File: config.mk
export PLATFORM = sky130hd
export DESIGN_NAME = segchk_rule_down
export DESIGN_NICKNAME = d
export VERILOG_FILES = /design/src/rtl/segchk_pkg.sv /design/src/rtl/segchk_rule_down.sv
export SDC_FILE = /design/constraint.sdc
export NUM_CORES = 1
export LEC_CHECK = 0
export BUFFER_PORTS_ARGS = -buffer_cell sky130_fd_sc_hd__buf_2
export CORE_AREA = 2 2 77 93
export DETAILED_ROUTE_END_ITERATION = 8
export DIE_AREA = 0 0 79 95
export MAX_ROUTING_LAYER = met4
export PLACE_DENSITY_LB_ADDON = 0.08
export SKIP_LAST_GASP = 1
export SYNTH_ARGS = -nofsm -noshare
export SYNTH_HDL_FRONTEND = slang
export SYNTH_SLANG_ARGS = --single-unit
File: constraint.sdc
create_clock -name vclk -period 2.7
set_input_delay 0 -clock vclk [all_inputs]
set_output_delay 0 -clock vclk [all_outputs]
set_load 0.02 [all_outputs]
File: src/rtl/segchk_pkg.sv
package segchk_pkg;

    typedef enum logic [1:0] {
        RULE_NONE = 2'd0,
        RULE_UP   = 2'd1,
        RULE_DOWN = 2'd2
    } rule_e;

    typedef struct packed {
        logic rsp_valid;
        logic fault;
        logic set_rd;
        logic set_wr;
    } resp_t;

    localparam int unsigned LEN_M1_W = 3;

endpackage

File: src/rtl/segchk_rule_down.sv
module segchk_rule_down
    import segchk_pkg::*;
#(
    parameter int unsigned ADDR_W  = 32,
    parameter int unsigned SMALL_W = 16
) (
    input  logic [ADDR_W-1:0]   limit,
    input  logic [ADDR_W-1:0]   offset,
    input  logic [LEN_M1_W-1:0] len_m1,
    input  logic                big,
    output logic                viol
);
    localparam int unsigned EXT_W = ADDR_W + 1;
    localparam logic [ADDR_W-1:0] SMALL_TOP =
        {{(ADDR_W-SMALL_W){1'b0}}, {SMALL_W{1'b1}}};

    logic [ADDR_W-1:0] top;
    logic [EXT_W-1:0]  room;
    logic [EXT_W-1:0]  span_x;
    logic              in_hole;
    logic              over_top;
    logic              no_room;

    always_comb begin
        top      = big ? {ADDR_W{1'b1}} : SMALL_TOP;
        span_x   = {{(EXT_W-LEN_M1_W){1'b0}}, len_m1};
        in_hole  = offset <= limit;
        over_top = offset > top;
        room     = {1'b0, top} - {1'b0, offset};
        no_room  = !over_top && (room < span_x);
        viol     = in_hole | over_top | no_room;
    end
endmodule

==> After elaboration in Yosys (flattened, before gate mapping) <==
Index checks and enable logic that the tools add are counted.
W data, S select, Z words.
{ "op_classes": {"n_reduce_logical": 2, "bitwise_logic": 2, "mux": 1, "add_sub_neg": 1, "magnitude_cmp": 3} }
{ "op_table": {"columns": ["operator", "count"], "rows": [
  ["$lt A33 B3 Y1", 1],
  ["$sub A32 B32 Y33", 1],
  ["$gt A32 B32 Y1", 1],
  ["$le A32 B32 Y1", 1],
  ["$mux W32", 1],
  ["$or A1 B1 Y1", 2],
  ["$logic_and A1 B1 Y1", 1],
  ["$logic_not A1 Y1", 1]
]} }
{ "totals": {"input_bits": 68, "regBits": 0} }

==> Logic depth before layout (Yosys ltp) <==
Gate-level depths: netlist (run 1).
{ "depth": {"ltp_word": 5, "depth_mapped": 11} }

==> Worst setup path after synthesis (run 1) <==
Ideal clock, no wire load.
{ "synth_timing": {"path_type": "input to output", "from": "input big", "to": "output viol", "t_required_ns": 2.700, "path_buffers": 0, "stages": 11, "arrival_time_ns": 2.420, "path_slack_ns": 0.280, "path_cell_list": "inv_1 -> ha_1 -> inv_1 -> fa_1 -> nand4bb_1 -> a2111oi_2 -> nand3_1 -> or4_4 -> a2111oi_4 -> a311oi_1 -> nor2_1"} }
{ "synth_via": {"elab_chain_len": 5} }
{ "synth_rtl": {"columns": ["item", "line_no", "text"], "rows": [
  ["start: declaration", "segchk_rule_down.sv:10", "input logic big,"],
  ["$mux W32 *", "segchk_rule_down.sv:25", "top = big ? {ADDR_W{1'b1}} : SMALL_TOP;"],
  ["$sub A32 B32 Y33 / $gt A32 B32 Y1 (equally long branches)", "segchk_rule_down.sv:29, segchk_rule_down.sv:28", null],
  ["$lt A33 B3 Y1 / $logic_not A1 Y1 (equally long branches)", "segchk_rule_down.sv:30", "no_room = !over_top && (room < span_x);"],
  ["$logic_and A1 B1 Y1", "segchk_rule_down.sv:30", null],
  ["$or A1 B1 Y1 *", "segchk_rule_down.sv:31", "viol = in_hole | over_top | no_room;"],
  ["end: declaration", "segchk_rule_down.sv:11", "output logic viol"]
]} }
Mark *: on every way between the ends. The rest lies on a longest branch, timed or not.

==> Worst setup path in the final report (run 1) <==
Same ends and word-level chain as after synthesis.

==> results of run 1 <==
[area by class of cell]
type                            instances  area, um2
Fill cell                             788       4280
Inverter                               57        214
Multi-Input combinational cell        210       1690
Tap cell                               87        109
Timing Repair Buffer                   76        398
[stage by stage]
stage | setup slack [ns] | instances | hold slack, ns
detailed placement | 0.0601 | 430 | 0.814
global route | 0.00601 | 430 | 0.869
global placement | 0.0793 | 430 | 0.822
finish | 0.178 | 430 | 0.812
CTS | 0.0314 | 430 | 0.824
floorplan | 0.280 | 270 | 0.552
[logic make-up (layout without fill, tap and decap cells)]
group / count (synthesis) / count (layout) / synth area share, %
multiplexers: 2 / 2 / 1.11
adder cells (fa/ha/maj): 51 / 51 / 33.6
buffers and inverters: 60 / 133 / 12.3
AND/OR/NAND/NOR: 75 / 75 / 21.1
XOR/XNOR: 2 / 2 / 0.913
AO/OA/AOI/OAI: 80 / 80 / 31.0
[worst max-delay path, delay by kind of cell]
family	cells	cell delay, ns
simple gates	2	0.67
buf+inv	3	0.46
compound gates	5	1.00
fa+ha+maj	1	0.37
[layout by cell type (no fill, tap or decap), types with 2 or more instances in the layout]
cell / count
buf_2: 69
inv_1: 57
ha_1: 50
a21oi_1: 22
nand2_1: 18
nor2_1: 13
o21ai_0: 9
nand4_1: 9
nand3_1: 9
buf_4: 7
o211ai_1: 5
nor3_1: 5
a21o_1: 4
nor3b_1: 4
o21ai_1: 3
or3_1: 3
a31oi_1: 3
a221o_1: 3
nand2b_1: 2
a211oi_2: 2
a211o_1: 2
a21o_2: 2
xnor2_1: 2
a221oi_1: 2
nand3b_1: 2
a41oi_1: 2
nor4_1: 2
a311oi_1: 2
[where the power goes]
part / leakage (nW) / internal (mW) / total, mW / switching (mW)
combinational: 1.31 / 0.193 / 0.430 / 0.236
clock: 0 / 0 / 0 / 0
sequential: 0 / 0 / 0 / 0
total: 1.31 / 0.193 / 0.430 / 0.236
[layer usage]
| layer | routed length, um | vias up | GRT usage [%] |
|---|---|---|---|
| li1 | - | 1151 | - |
| met1 | 2420 | 951 | 18.0 |
| met2 | 2980 | 36 | 31.4 |
| met3 | 144 | 0 | 0.0956 |
| met4 | 0 | 0 | 0 |
| met5 | 0 | - | - |
[worst paths after layout]
path / start / end / slack, ns / cells after the start
worst max-delay path: big / viol / 0.18 / 11
worst min-delay path: offset[30] / viol / 0.81 / 7
[what timing repair did]
item                       4_1_cts  5_1_grt
setup endpoints to repair        0        1
hold buffers                     0        0
gates resized for setup          0        1
buffers inserted                 0        0
==> run metrics, run 1 <==
Final Util 36.0%; status complete, no violations; max-slew violation count 0; FP Rows 33; number of global-route vias before repair around 2100; Synth cell types 58; DR vias 2138; Routed Antenna Nets 0; Cells after Synth between 200 and 300; Synth top area share around 33%; most frequent CP cell buf_2; post-DP HPWL 5.05 mm; # setup viols final 0; Worst slew margin 69.2%; Leak Pwr around 1.3 nW; area leader, netlist ha_1; RSZ-0062 raised after global routing no; Critical Path, Cell by Cell buf_2 > buf_4 > ha_1 > a21o_1 > a211oi_2 > o22ai_1 > or4_4 > a2111oi_4 > a311oi_1 > nor2_1 > buf_2; Synth area leaders ha_1, inv_1, a21oi_1; routability cong. 0.824; max incr delay on CP 0.56 ns; critical path capture point type output pin; syn_area_per_cell 7.11 um2; DP Area about 2400 um2; Pwr Total 0.430 mW; worst hold path class input port to output pin; Die X 79 um; CP max-delay cell or4_4; FF+latch area 0 um2; Crit Path Max Fanout 9; critical path class input port to output pin; post-synth net total 389; worst path required time 2.70 ns; Worst-Margin Slew 0.458 ns; # IOs 69; clock buffers 0; initial core utilization approximately 29%; final non-filler cell area 2410 um2; Synth warnings 0; Startpoint Class input port; Post-synth top cells inv_1, ha_1, a21oi_1; VDD IR max 0.0000500 V; die extent in y approximately 95 um; Pre-antenna DRT Iters 4; Antenna diodes 0; DR WL/cell 12.9 um; largest net degree at the start of global routing 10; setup TNS 0 ns; nets@finish 464; DRC 0; sequential cells 0; final hold violations 0; Iter 0 DRT Violations 52; vias per cell approximately 5.0; die footprint 7510 um2; Seq/Total Area, Yosys 0%; max capacitance violation total 0; P per Cell Area ~180 nW/um2; Tcrit/Tclk final roughly 93%; post-route minimum period ~2.5 ns; layout cells sized above 1 between 20 and 30%; Synth Cell Area ~1900 um2; antenna violations before repair 0; first-pass GRT wire length 9.38 mm; GRT Total Usage 15.5%; count leader, synth inv_1; Worst EP arrival 2.52 ns; Core Area 6690 um2; IO buf count 69; total wire length 5.54 mm; Fmax 0.397 GHz; Area Overhead vs Synth 25.6%; gr ovfl total 0
Note: power is estimated with default switching activity, not from simulation.
==> run 2: changes to the inputs <==
==> constraint.sdc (replaced) <==
create_clock -name vclk -period 3
set_input_delay 0.15 -clock vclk [all_inputs]
set_output_delay 0.15 -clock vclk [all_outputs]
set_load 0.02 [all_outputs]
==> run 2 against run 1 <==
Against the previous run:
- clock-buffer cell count unchanged
- sequential share of layout area stayed put
- hold slack improved by 0.27 ns
- cell area rose by 0.10%
- die area is the same
- flip-flop and latch count unchanged
- global-route usage is 0.10 points higher
- non-clock buffer count is the same
- combinational power is 10% lower
- critical path depth did not move
- largest cell class unchanged
- largest power group unchanged
==> run metrics, run 2 (synthesized netlist as in run 1, its figures left out) <==
status complete, no violations (unchanged); Clk network pwr share 0% (about the same); post-DP HPWL 5.03 mm (was 5.05 mm); max-slew violation count 0 (unchanged); switching share of power 54.8% (was 55.0%); Fmax ~0.36 GHz; Startpoint Class input port (unchanged); GR Util met1 18.8% (was 18.0%); number of global-route vias before repair 2172 (was 2127); FP Rows 33 (unchanged); VDD IR max 0.0000456 V (was 0.0000500 V); final hold violations 0 (unchanged); Pint 0.175 mW (was 0.193 mW); antenna violations before repair 0 (unchanged); # setup viols final 0 (unchanged); clock buffers 0 (unchanged); Post-CTS Setup Inserts 0 (unchanged); largest net degree at the start of global routing 10 (unchanged); gr ovfl total 0 (unchanged); Routed Antenna Nets 0 (unchanged); busiest layer in global routing met2 (unchanged); Leak Pwr 1.31 nW (about the same); initial core utilization 28.7% (unchanged); sequential cells 0 (unchanged); die footprint 7510 um2 (unchanged); Crit Path Max Fanout 7 (was 9); Worst slew margin 68.3% (was 69.2%); Critical Path, Cell by Cell buf_2 > buf_4 > ha_1 > a2111oi_1 > o21ai_2 > a31oi_1 > o221ai_1 > a2111oi_4 > a311oi_1 > nor2_1 > buf_4 (was buf_2 > buf_4 > ha_1 > a21o_1 > a211oi_2 > o22ai_1 > or4_4 > a2111oi_4 > a311oi_1 > nor2_1 > buf_2); DR WL/cell 12.8 um (was 12.9 um); GRT Total Usage 15.6% (was 15.5%); routability cong. 0.824 (about the same); final hold slack 1.09 ns (was 0.812 ns); nets@finish 464 (unchanged); max capacitance violation total 0 (unchanged); DR vias 2147 (was 2138); Antenna diodes 0 (unchanged); GRT met2 Usage 29.2% (was 31.4%); most common cell after layout, fill and taps aside buf_2 (unchanged); post-route minimum period 2.76 ns; combinational group share of total power 100.0% (about the same); NetSw 0.212 mW (was 0.236 mW); RSZ-0062 raised after global routing no (unchanged); DRC 0 (unchanged); max incr delay on CP 0.54 ns (was 0.56 ns); CP max-delay cell a2111oi_1 (was or4_4); Iter 0 DRT Violations 59 (was 52); setup TNS 0 ns (unchanged); Tcrit/Tclk final 92.0%; worst hold path class input port to output pin (unchanged); critical path class input port to output pin (unchanged); CP bufs+invs 3 (unchanged); # IOs 69 (unchanged); FF+latch area 0 um2 (unchanged); CP top delay family compound AO/OA/AOI/OAI gates (unchanged); layout cells sized above 1 27.1% (unchanged); Flop pwr share 0% (about the same); first-pass GRT wire length 9.44 mm (was 9.38 mm); P per Cell Area 161 nW/um2 (was 178 nW/um2); Worst EP arrival 2.61 ns (was 2.52 ns); Die X 79 um (unchanged); layout filler cell count 745 (was 788); critical path capture point type output pin (unchanged); Worst-Margin Slew 0.474 ns (was 0.458 ns); vias per cell 4.99 (was 4.97); IO buf count 69 (unchanged); total wire length 5.52 mm (was 5.54 mm); Pre-antenna DRT Iters 4 (unchanged); most frequent CP cell buf_4 (was buf_2); GR Layer Usage met3 0.191% (was 0.0956%); Area Overhead vs Synth 25.7% (was 25.6%); Core Area 6690 um2 (unchanged); die extent in y 95 um (unchanged); worst path required time 2.85 ns (was 2.70 ns); commonest cells after routing, fill and taps aside buf_2, inv_1, ha_1, a21oi_1, nand2_1 (unchanged)
run 2: metal layers:
layer,vias to the layer above,share of wire (%)
li1,1152,-
met2,42,51
met1,943,45
met3,10,2.2
met4,0,2.4
met5,-,0
run 2: what timing repair did:
action / in CTS / in global routing
setup endpoints to repair: 0 / 1
hold buffers: 0 / 0
gates resized for setup: 0 / 2
run 2: layout make-up:
class	count	area [um2]	share of cell area (%)
multi-input combinational	210	1690	70.0
timing repair buffer	76	400	16.6
inverter	57	214	8.87
tap	87	109	4.51
run 2: worst paths after layout:
path,to,cells past startpoint,slack [ns],start
worst max-delay path,viol,11,0.24,big
worst min-delay path,viol,7,1.09,offset[31]
run 2: power groups by stage:
| stage | Combinational [mW] | Sequential, mW | Clock (mW) |
|---|---|---|---|
| after floorplan | 0.257 | 0 | 0 |
| after global placement | 0.389 | 0 | 0 |
| after detailed placement | 0.385 | 0 | 0 |
| after CTS | 0.389 | 0 | 0 |
| after global routing | 0.443 | 0 | 0 |
| final | 0.387 | 0 | 0 |
run 2: worst min-delay path, cell delays in order:
cell and delay (ns):
buf_2 0.10, inv_1 0.05, ha_1 0.24, o211ai_1 0.11, a311oi_1 0.06, nor2_1 0.08, buf_4 0.15
run 2: per-stage QoR:
step                      power (mW)  util [%]  cell area (um2)  setup WS, ns  std cells
after floorplan                0.257         -             1920         0.280        270
after detailed placement       0.385      36.0             2400        0.0586        430
after global routing           0.443      36.1             2410        0.0379        430
after CTS                      0.389      36.0             2400        0.0432        430
after global placement         0.389      36.0             2400        0.0789        430
final                          0.387      36.1             2410         0.241        430
